$ cat config.mk
export PLATFORM = sky130hd
export DESIGN_NAME = black_servo
export DESIGN_NICKNAME = d
export VERILOG_FILES = /design/src/rtl/black_servo_pkg.sv /design/src/rtl/bs_edge_gate.sv /design/src/rtl/bs_window.sv /design/src/rtl/bs_group.sv /design/src/rtl/bs_pix_ofs.sv /design/src/rtl/black_servo.sv
export SDC_FILE = /design/constraint.sdc
export NUM_CORES = 1
export LEC_CHECK = 0
export BUFFER_PORTS_ARGS = -buffer_cell sky130_fd_sc_hd__buf_2
export CAP_MARGIN = 30
export CORE_MARGIN = 4
export CORE_UTILIZATION = 45
export CTS_CLUSTER_DIAMETER = 50
export DETAILED_ROUTE_END_ITERATION = 7
export SLEW_MARGIN = 20
export SYNTH_ARGS = -nofsm -noshare
export SYNTH_HDL_FRONTEND = slang
export SYNTH_HIERARCHICAL = 1
export SYNTH_SLANG_ARGS = --single-unit
$ cat constraint.sdc
create_clock -name clk_i -period 26.7 [get_ports clk_i]
set_input_delay 1.335 -clock clk_i [delete_from_list [all_inputs] [get_ports clk_i]]
set_output_delay 1.335 -clock clk_i [all_outputs]
set_load 0.03 [all_outputs]
$ cat src/rtl/black_servo_pkg.sv
package black_servo_pkg;
  typedef enum logic {WS_IDLE, WS_RUN} win_st_e;
endpackage

$ cat src/rtl/bs_edge_gate.sv
module bs_edge_gate (
  input  logic clk_i,
  input  logic rst_ni,
  input  logic en_i,
  input  logic hsync_i,
  input  logic coast_i,
  input  logic coast_pass_i,
  output logic start_o
);
  logic hs_q;

  always_ff @(posedge clk_i or negedge rst_ni) begin
    if (!rst_ni) hs_q <= 1'b0;
    else         hs_q <= hsync_i;
  end

  // trailing edge, gated by mode and coast
  assign start_o = en_i && hs_q && !hsync_i && (coast_pass_i || !coast_i);
endmodule

$ cat src/rtl/bs_window.sv
module bs_window
  import black_servo_pkg::*;
#(
  parameter int PIX_W    = 8,
  parameter int DLY_W    = 16,
  parameter int WSEL_W   = 2,
  parameter int WIN_BASE = 3
) (
  input  logic              clk_i,
  input  logic              rst_ni,
  input  logic              en_i,
  input  logic              start_i,
  input  logic              hsync_i,
  input  logic [PIX_W-1:0]  pix_i,
  input  logic [DLY_W-1:0]  dly_i,
  input  logic [WSEL_W-1:0] wsel_i,
  output logic              busy_o,
  output logic              line_done_o,
  output logic [PIX_W-1:0]  line_avg_o
);
  localparam int POS_W = DLY_W + 1;
  localparam int SH_W  = WSEL_W + 1;
  localparam int SUM_W = PIX_W + WIN_BASE + (1 << WSEL_W) - 1;

  win_st_e           st_q;
  logic [POS_W-1:0]  pos_q, pos_cur, win_n, last_pos, dly_ext;
  logic [SUM_W-1:0]  sum_q, sum_cur, sum_nxt;
  logic [SH_W-1:0]   wsh;
  logic              active, abort, in_win, at_last;

  assign wsh      = SH_W'(WIN_BASE) + SH_W'(wsel_i);
  assign win_n    = POS_W'(1) << wsh;
  assign dly_ext  = POS_W'(dly_i);
  assign last_pos = dly_ext + win_n - POS_W'(1);

  assign abort   = (st_q == WS_RUN) && hsync_i;
  assign active  = ((st_q == WS_RUN) || start_i) && !abort && en_i;
  assign pos_cur = start_i ? '0 : pos_q;
  assign sum_cur = start_i ? '0 : sum_q;
  assign in_win  = active && (pos_cur >= dly_ext) && (pos_cur <= last_pos);
  assign at_last = active && (pos_cur == last_pos);
  assign sum_nxt = sum_cur + (in_win ? SUM_W'(pix_i) : '0);

  always_ff @(posedge clk_i or negedge rst_ni) begin
    if (!rst_ni) begin
      st_q  <= WS_IDLE;
      pos_q <= '0;
      sum_q <= '0;
    end else if (!en_i || abort) begin
      st_q <= WS_IDLE;
    end else if (active) begin
      st_q  <= at_last ? WS_IDLE : WS_RUN;
      pos_q <= pos_cur + POS_W'(1);
      sum_q <= sum_nxt;
    end
  end

  assign busy_o      = (st_q == WS_RUN);
  assign line_done_o = at_last;
  assign line_avg_o  = PIX_W'(sum_nxt >> wsh);
endmodule

$ cat src/rtl/bs_group.sv
module bs_group #(
  parameter int PIX_W      = 8,
  parameter int DAC_W      = 10,
  parameter int LSEL_W     = 3,
  parameter int BLACK_TGT  = 16,
  parameter int GAIN_SHIFT = 2,
  parameter int DAC_INIT   = 512
) (
  input  logic              clk_i,
  input  logic              rst_ni,
  input  logic              en_i,
  input  logic              line_done_i,
  input  logic [PIX_W-1:0]  line_avg_i,
  input  logic [LSEL_W-1:0] lsel_i,
  input  logic              half_i,
  output logic              upd_o,
  output logic [DAC_W-1:0]  dac_o
);
  localparam int CNT_W   = (1 << LSEL_W) - 1;
  localparam int GSUM_W  = PIX_W + CNT_W;
  localparam int SW      = DAC_W + PIX_W + 6;
  localparam int DAC_MAX = (1 << DAC_W) - 1;

  logic [CNT_W-1:0]     cnt_q;
  logic [CNT_W:0]       one_sh, lines_m1;
  logic [GSUM_W-1:0]    gsum_q, gsum_nxt;
  logic [PIX_W-1:0]     g_avg;
  logic [DAC_W-1:0]     dac_q, dac_nxt;
  logic signed [SW-1:0] avg_s, err_s, step_s, sum_s;
  logic                 last_line;

  assign one_sh    = (CNT_W+1)'(1) << lsel_i;
  assign lines_m1  = one_sh - (CNT_W+1)'(1);
  assign last_line = (cnt_q == lines_m1[CNT_W-1:0]);
  assign gsum_nxt  = gsum_q + GSUM_W'(line_avg_i);
  assign g_avg     = PIX_W'(gsum_nxt >> lsel_i);

  // signed error, gain x4 or x8, then arithmetic loop shift
  assign avg_s  = signed'(SW'(g_avg));
  assign err_s  = avg_s - SW'(BLACK_TGT);
  assign step_s = (half_i ? (err_s <<< 3) : (err_s <<< 2)) >>> GAIN_SHIFT;
  assign sum_s  = signed'(SW'(dac_q)) + step_s;

  always_comb begin
    if (sum_s < 0)                 dac_nxt = '0;
    else if (sum_s > SW'(DAC_MAX)) dac_nxt = DAC_W'(DAC_MAX);
    else                           dac_nxt = sum_s[DAC_W-1:0];
  end

  assign upd_o = en_i && line_done_i && last_line;

  always_ff @(posedge clk_i or negedge rst_ni) begin
    if (!rst_ni) begin
      cnt_q  <= '0;
      gsum_q <= '0;
      dac_q  <= DAC_W'(DAC_INIT);
    end else if (!en_i) begin
      cnt_q  <= '0;
      gsum_q <= '0;
    end else if (line_done_i) begin
      if (last_line) begin
        cnt_q  <= '0;
        gsum_q <= '0;
        dac_q  <= dac_nxt;
      end else begin
        cnt_q  <= cnt_q + CNT_W'(1);
        gsum_q <= gsum_nxt;
      end
    end
  end

  assign dac_o = dac_q;
endmodule

$ cat src/rtl/bs_pix_ofs.sv
module bs_pix_ofs #(
  parameter int PIX_W = 8
) (
  input  logic                    clk_i,
  input  logic                    rst_ni,
  input  logic                    en_i,
  input  logic [PIX_W-1:0]        pix_i,
  input  logic signed [PIX_W-1:0] ofs_i,
  output logic [PIX_W-1:0]        pix_o
);
  localparam int XW = PIX_W + 2;
  localparam int PMAX = (1 << PIX_W) - 1;

  logic signed [XW-1:0] sum_s;
  logic [PIX_W-1:0]     clip;

  assign sum_s = signed'(XW'(pix_i)) + XW'(ofs_i);

  always_comb begin
    if (sum_s < 0)             clip = '0;
    else if (sum_s > XW'(PMAX)) clip = PIX_W'(PMAX);
    else                       clip = sum_s[PIX_W-1:0];
  end

  always_ff @(posedge clk_i or negedge rst_ni) begin
    if (!rst_ni) pix_o <= '0;
    else         pix_o <= en_i ? clip : pix_i;
  end
endmodule

$ cat src/rtl/black_servo.sv
module black_servo #(
  parameter int PIX_W      = 8,
  parameter int DAC_W      = 10,
  parameter int DLY_W      = 16,
  parameter int WSEL_W     = 2,
  parameter int LSEL_W     = 3,
  parameter int BLACK_TGT  = 16,
  parameter int GAIN_SHIFT = 2,
  parameter int DAC_INIT   = 512
) (
  input  logic                    clk_i,
  input  logic                    rst_ni,
  input  logic [PIX_W-1:0]        pix_i,
  input  logic                    hsync_i,
  input  logic                    coast_i,
  input  logic                    coast_pass_i,
  input  logic                    loop_off_i,
  input  logic [DLY_W-1:0]        start_dly_i,
  input  logic [WSEL_W-1:0]       win_sel_i,
  input  logic [LSEL_W-1:0]       line_sel_i,
  input  logic                    half_rng_i,
  input  logic [PIX_W-1:0]        man_hi_i,
  input  logic [DAC_W-PIX_W-1:0]  man_lo_i,
  input  logic signed [PIX_W-1:0] user_ofs_i,
  output logic [DAC_W-1:0]        dac_o,
  output logic [PIX_W-1:0]        pix_o
);
  logic             loop_en, start, win_busy, line_done, grp_upd;
  logic [PIX_W-1:0] line_avg;
  logic [DAC_W-1:0] servo_dac;

  assign loop_en = !loop_off_i;

  bs_edge_gate u_gate (
    .clk_i        (clk_i),
    .rst_ni       (rst_ni),
    .en_i         (loop_en),
    .hsync_i      (hsync_i),
    .coast_i      (coast_i),
    .coast_pass_i (coast_pass_i),
    .start_o      (start)
  );

  bs_window #(.PIX_W(PIX_W), .DLY_W(DLY_W), .WSEL_W(WSEL_W)) u_win (
    .clk_i       (clk_i),
    .rst_ni      (rst_ni),
    .en_i        (loop_en),
    .start_i     (start),
    .hsync_i     (hsync_i),
    .pix_i       (pix_i),
    .dly_i       (start_dly_i),
    .wsel_i      (win_sel_i),
    .busy_o      (win_busy),
    .line_done_o (line_done),
    .line_avg_o  (line_avg)
  );

  bs_group #(
    .PIX_W(PIX_W), .DAC_W(DAC_W), .LSEL_W(LSEL_W), .BLACK_TGT(BLACK_TGT),
    .GAIN_SHIFT(GAIN_SHIFT), .DAC_INIT(DAC_INIT)
  ) u_grp (
    .clk_i       (clk_i),
    .rst_ni      (rst_ni),
    .en_i        (loop_en),
    .line_done_i (line_done),
    .line_avg_i  (line_avg),
    .lsel_i      (line_sel_i),
    .half_i      (half_rng_i),
    .upd_o       (grp_upd),
    .dac_o       (servo_dac)
  );

  bs_pix_ofs #(.PIX_W(PIX_W)) u_ofs (
    .clk_i  (clk_i),
    .rst_ni (rst_ni),
    .en_i   (loop_en),
    .pix_i  (pix_i),
    .ofs_i  (user_ofs_i),
    .pix_o  (pix_o)
  );

  assign dac_o = loop_off_i ? {man_hi_i, man_lo_i} : servo_dac;
endmodule

==> impl_metrics.env <==
export IMPL_outcome="completed"
export IMPL_grt_pass1_wl_um=34100
export IMPL_die_h_um=145
export IMPL_antenna_found_initial=1
export IMPL_grt_max_degree=52
export IMPL_io_pins=72
export IMPL_dpl_hpwl_um=15400
export IMPL_wl_per_cell_um=15.5
export IMPL_hold_viol_final=0
export IMPL_drtIter0Drc=341
export IMPL_drive_gt1_frac=0.151
export IMPL_crit_path_max_incr_delay_ps=540
export IMPL_leakage_nw=4.48
export IMPL_hold_ws_ps=477
export IMPL_synth_cells=1008
export IMPL_rows=49
export IMPL_min_period_ps=12640
export IMPL_synth_area_leader_cell="dfrtp_1"
export IMPL_synth_top_area_share=0.213
export IMPL_rsz0062_at_grt="no"
export IMPL_power_mw=0.363
export IMPL_hold_path_class="reg2reg"
export IMPL_avgViaCountPerCell=5.68
export IMPL_max_cap_violations=0
export IMPL_grt_pass1_vias=6928
export IMPL_grt_total_usage=0.190
export IMPL_synth_seq_cells=73
export IMPL_die_area_um2=21000
export IMPL_critPathKind="in2reg"
export IMPL_synth_edf_count=0
export IMPL_ctsLongestPathBuffers=2
export IMPL_maxSlewHeadroom=0.486
export IMPL_fmax_ghz=0.0791
export IMPL_ys_types=97
export IMPL_netlist_area_um2=8450
export IMPL_worst_ep_arrival_time_ps=12840
export IMPL_die_x_um=145
export IMPL_port_buffers=71
export IMPL_post_route_drc_count=0
export IMPL_root_buffer="clkbuf_16"
export IMPL_clk_pin_slew_ps=60
export IMPL_syn_nets=1160
export IMPL_async_flop_share=1.00
export IMPL_setup_tns_ps=0
export IMPL_drtPass1Iterations=4
export IMPL_ir_drop_v=0.0000343
export IMPL_ys_flop_type="dfrtp_1"
export IMPL_cts_sinks=73
export IMPL_antenna_left=0
export IMPL_routed_wl_um=20100
export IMPL_routabilityCongestion=0.875
export IMPL_vias=7339
export IMPL_synth_area_per_cell_um2=8.39
export IMPL_power_density_nw_per_um2=38.9
export IMPL_ys_warnings_count=6
export IMPL_post_cts_resized=0
export IMPL_crit_fanout=21
export IMPL_finClkSkew_ps=5.63
export IMPL_period_share=0.473
export IMPL_fp_coreArea_um2=18200
export IMPL_fin_nets=1210
export IMPL_clock_latency_ps=350
export IMPL_cts_tree="yes"
export IMPL_cp_slowest_cell="a211oi_2"
export IMPL_start_util=0.464
export IMPL_report_final_slew_viol_count=0
export IMPL_worst_path_most_repeated_cell="ha_1"
export IMPL_place_area_um2=8990
export IMPL_finalSetupViolCount=0
export IMPL_globalRoute_totalOverflow=0
export IMPL_htreeDepth=3
export IMPL_worstMarginPinSlew_ps=761
export IMPL_cts_setup_buffers=0
export IMPL_yosys_top_cells_area="dfrtp_1, ha_1, nand2_1"
export IMPL_cp_start_kind="primary input"
export IMPL_holdBufCountCts=0
export IMPL_ys_seq_area_frac=0.216
export IMPL_cp_data_required_time_ps=26900
export IMPL_numCtsBuffers=9
export IMPL_postLayoutCellArea_um2=9350
export IMPL_endpoint_kind="flop"
export IMPL_area_growth_pct=10.6
## cells by family (layout without fill, tap and decap cells)
family / Yosys count / in the layout / synth area share
multiplexers: 41 / 41 / 0.0594
buffers and inverters: 101 / 156 / 0.0490
flip-flops: 73 / 73 / 0.216
other: 0 / 1 / 0
AO/OA/AOI/OAI: 289 / 289 / 0.246
adder cells (fa/ha/maj): 98 / 98 / 0.149
XOR/XNOR: 63 / 63 / 0.0653
AND/OR/NAND/NOR: 343 / 343 / 0.215
## per-stage QoR
step                utilization  setup WS, ps  instances
floorplan                     -         15040       1008
global placement          0.492         14080       1275
detailed placement        0.494         13820       1276
CTS                       0.513         14110       1292
global route              0.513         13060       1293
finish                    0.513         14060       1293
## final timing paths
path | start | end | slack, ps | cells past startpoint
worst min register to register | u_win/sum_q[0]$_DFFE_PN0P_ | u_win/sum_q[0]$_DFFE_PN0P_ | 480 | 2
max in group asynchronous | rst_ni | u_grp/dac_o[9]$_DFFE_PN1P_ | 25190 | 2
min in group asynchronous | rst_ni | u_win/pos_q[12]$_DFFE_PN0P_ | 890 | 1
worst min-delay path | u_win/sum_q[0]$_DFFE_PN0P_ | u_win/sum_q[0]$_DFFE_PN0P_ | 480 | 2
worst max register to register | u_gate/hs_q$_DFF_PN0_ | u_grp/dac_o[7]$_DFFE_PN0P_ | 16330 | 41
worst max-delay path | win_sel_i[0] | u_grp/dac_o[7]$_DFFE_PN0P_ | 14060 | 49
## layer usage
| metal | up-vias | GRT usage | part of all wire |
|---|---|---|---|
| li1 | 3767 | - | - |
| met1 | 3432 | 0.267 | 0.49 |
| met2 | 127 | 0.310 | 0.46 |
| met3 | 13 | 0.0312 | 0.035 |
| met4 | 0 | 0.0461 | 0.011 |
| met5 | - | 0 | 0 |
## cell usage after synthesis (4+ instances only)
cell	n
o211ai_1	6
nor3b_1	8
o31ai_1	7
nand4_1	9
and2_1	15
xnor2_1	38
nor4b_1	5
a211oi_2	6
a22o_1	7
mux2_4	10
mux2i_1	18
buf_2	7
a211oi_1	6
nand3b_1	4
nand2b_1	14
a21o_1	25
or3_1	10
or2_2	5
o21ai_0	52
inv_1	62
fa_1	5
nand3_1	26
xor2_1	25
and3_1	10
a221oi_1	4
clkbuf_1	21
a21oi_1	67
mux2_2	10
nor2_1	53
nand2_1	98
buf_1	4
o21a_1	12
o221ai_1	9
a211o_1	4
o21ai_1	4
o211a_1	6
nor2b_1	33
dfrtp_1	72
ha_1	93
o22ai_1	4
a31oi_1	11
o21bai_1	10
a22oi_1	10
nor3_1	31
## sequential cells by signal (all words and copies together) (netlist names)
signal and cells:
u_win/pos_q 17, u_grp/gsum_q 15, u_win/sum_q 14, u_grp/dac_o 10, u_ofs/pix_o 8, u_grp/cnt_q 7, u_gate/hs_q 1, u_win/busy_o 1
## layout make-up
type | instances | area, µm²
sequential | 73 | 1830
tap | 229 | 287
clock buffer | 9 | 225
multi-input combinational | 834 | 6220
fill | 1761 | 8860
antenna | 1 | 2.50
inverter | 64 | 240
clock inverter | 7 | 125
timing repair buffer | 76 | 415
## worst max-delay path: cells and delay by family
family / cells / cell delay (ps)
and+or+nand+nor: 14 / 2800
adders and majority gates: 9 / 2660
AOI/OAI and AO/OA: 17 / 4120
muxes: 3 / 1250
buffers and inverters: 4 / 410
xor gates and xnor gates: 2 / 260
## report_power, final
| group | switching (mW) | internal (mW) | total [mW] |
|---|---|---|---|
| logic | 0.0595 | 0.0420 | 0.101 |
| registers | 0.00233 | 0.115 | 0.117 |
| clock network | 0.0522 | 0.0924 | 0.145 |
| total | 0.114 | 0.249 | 0.363 |
## layout by cell type (no fill, tap or decap), drive strengths merged, types with 6 or more instances in the layout
cell and instances:
o211a 6, mux2 20, nand2b 15, or2 6
a22o 7, ha 93, xnor2 38, nand3 26
a211oi 14, o21a 12, clkbuf 9, a22oi 10
nor3 32, nor2 55, o21bai 11, a21o 27
o31ai 8, a21oi 68, nand4 9, o211ai 7
and3 10, nor3b 11, or3 10, o21ai 57
inv 65, o221ai 9, xor2 25, and2 15
nor2b 36, nand2 98, dfrtp 72, a31oi 11
buf 76, mux2i 19
Note: power is estimated with default switching activity, not from simulation.
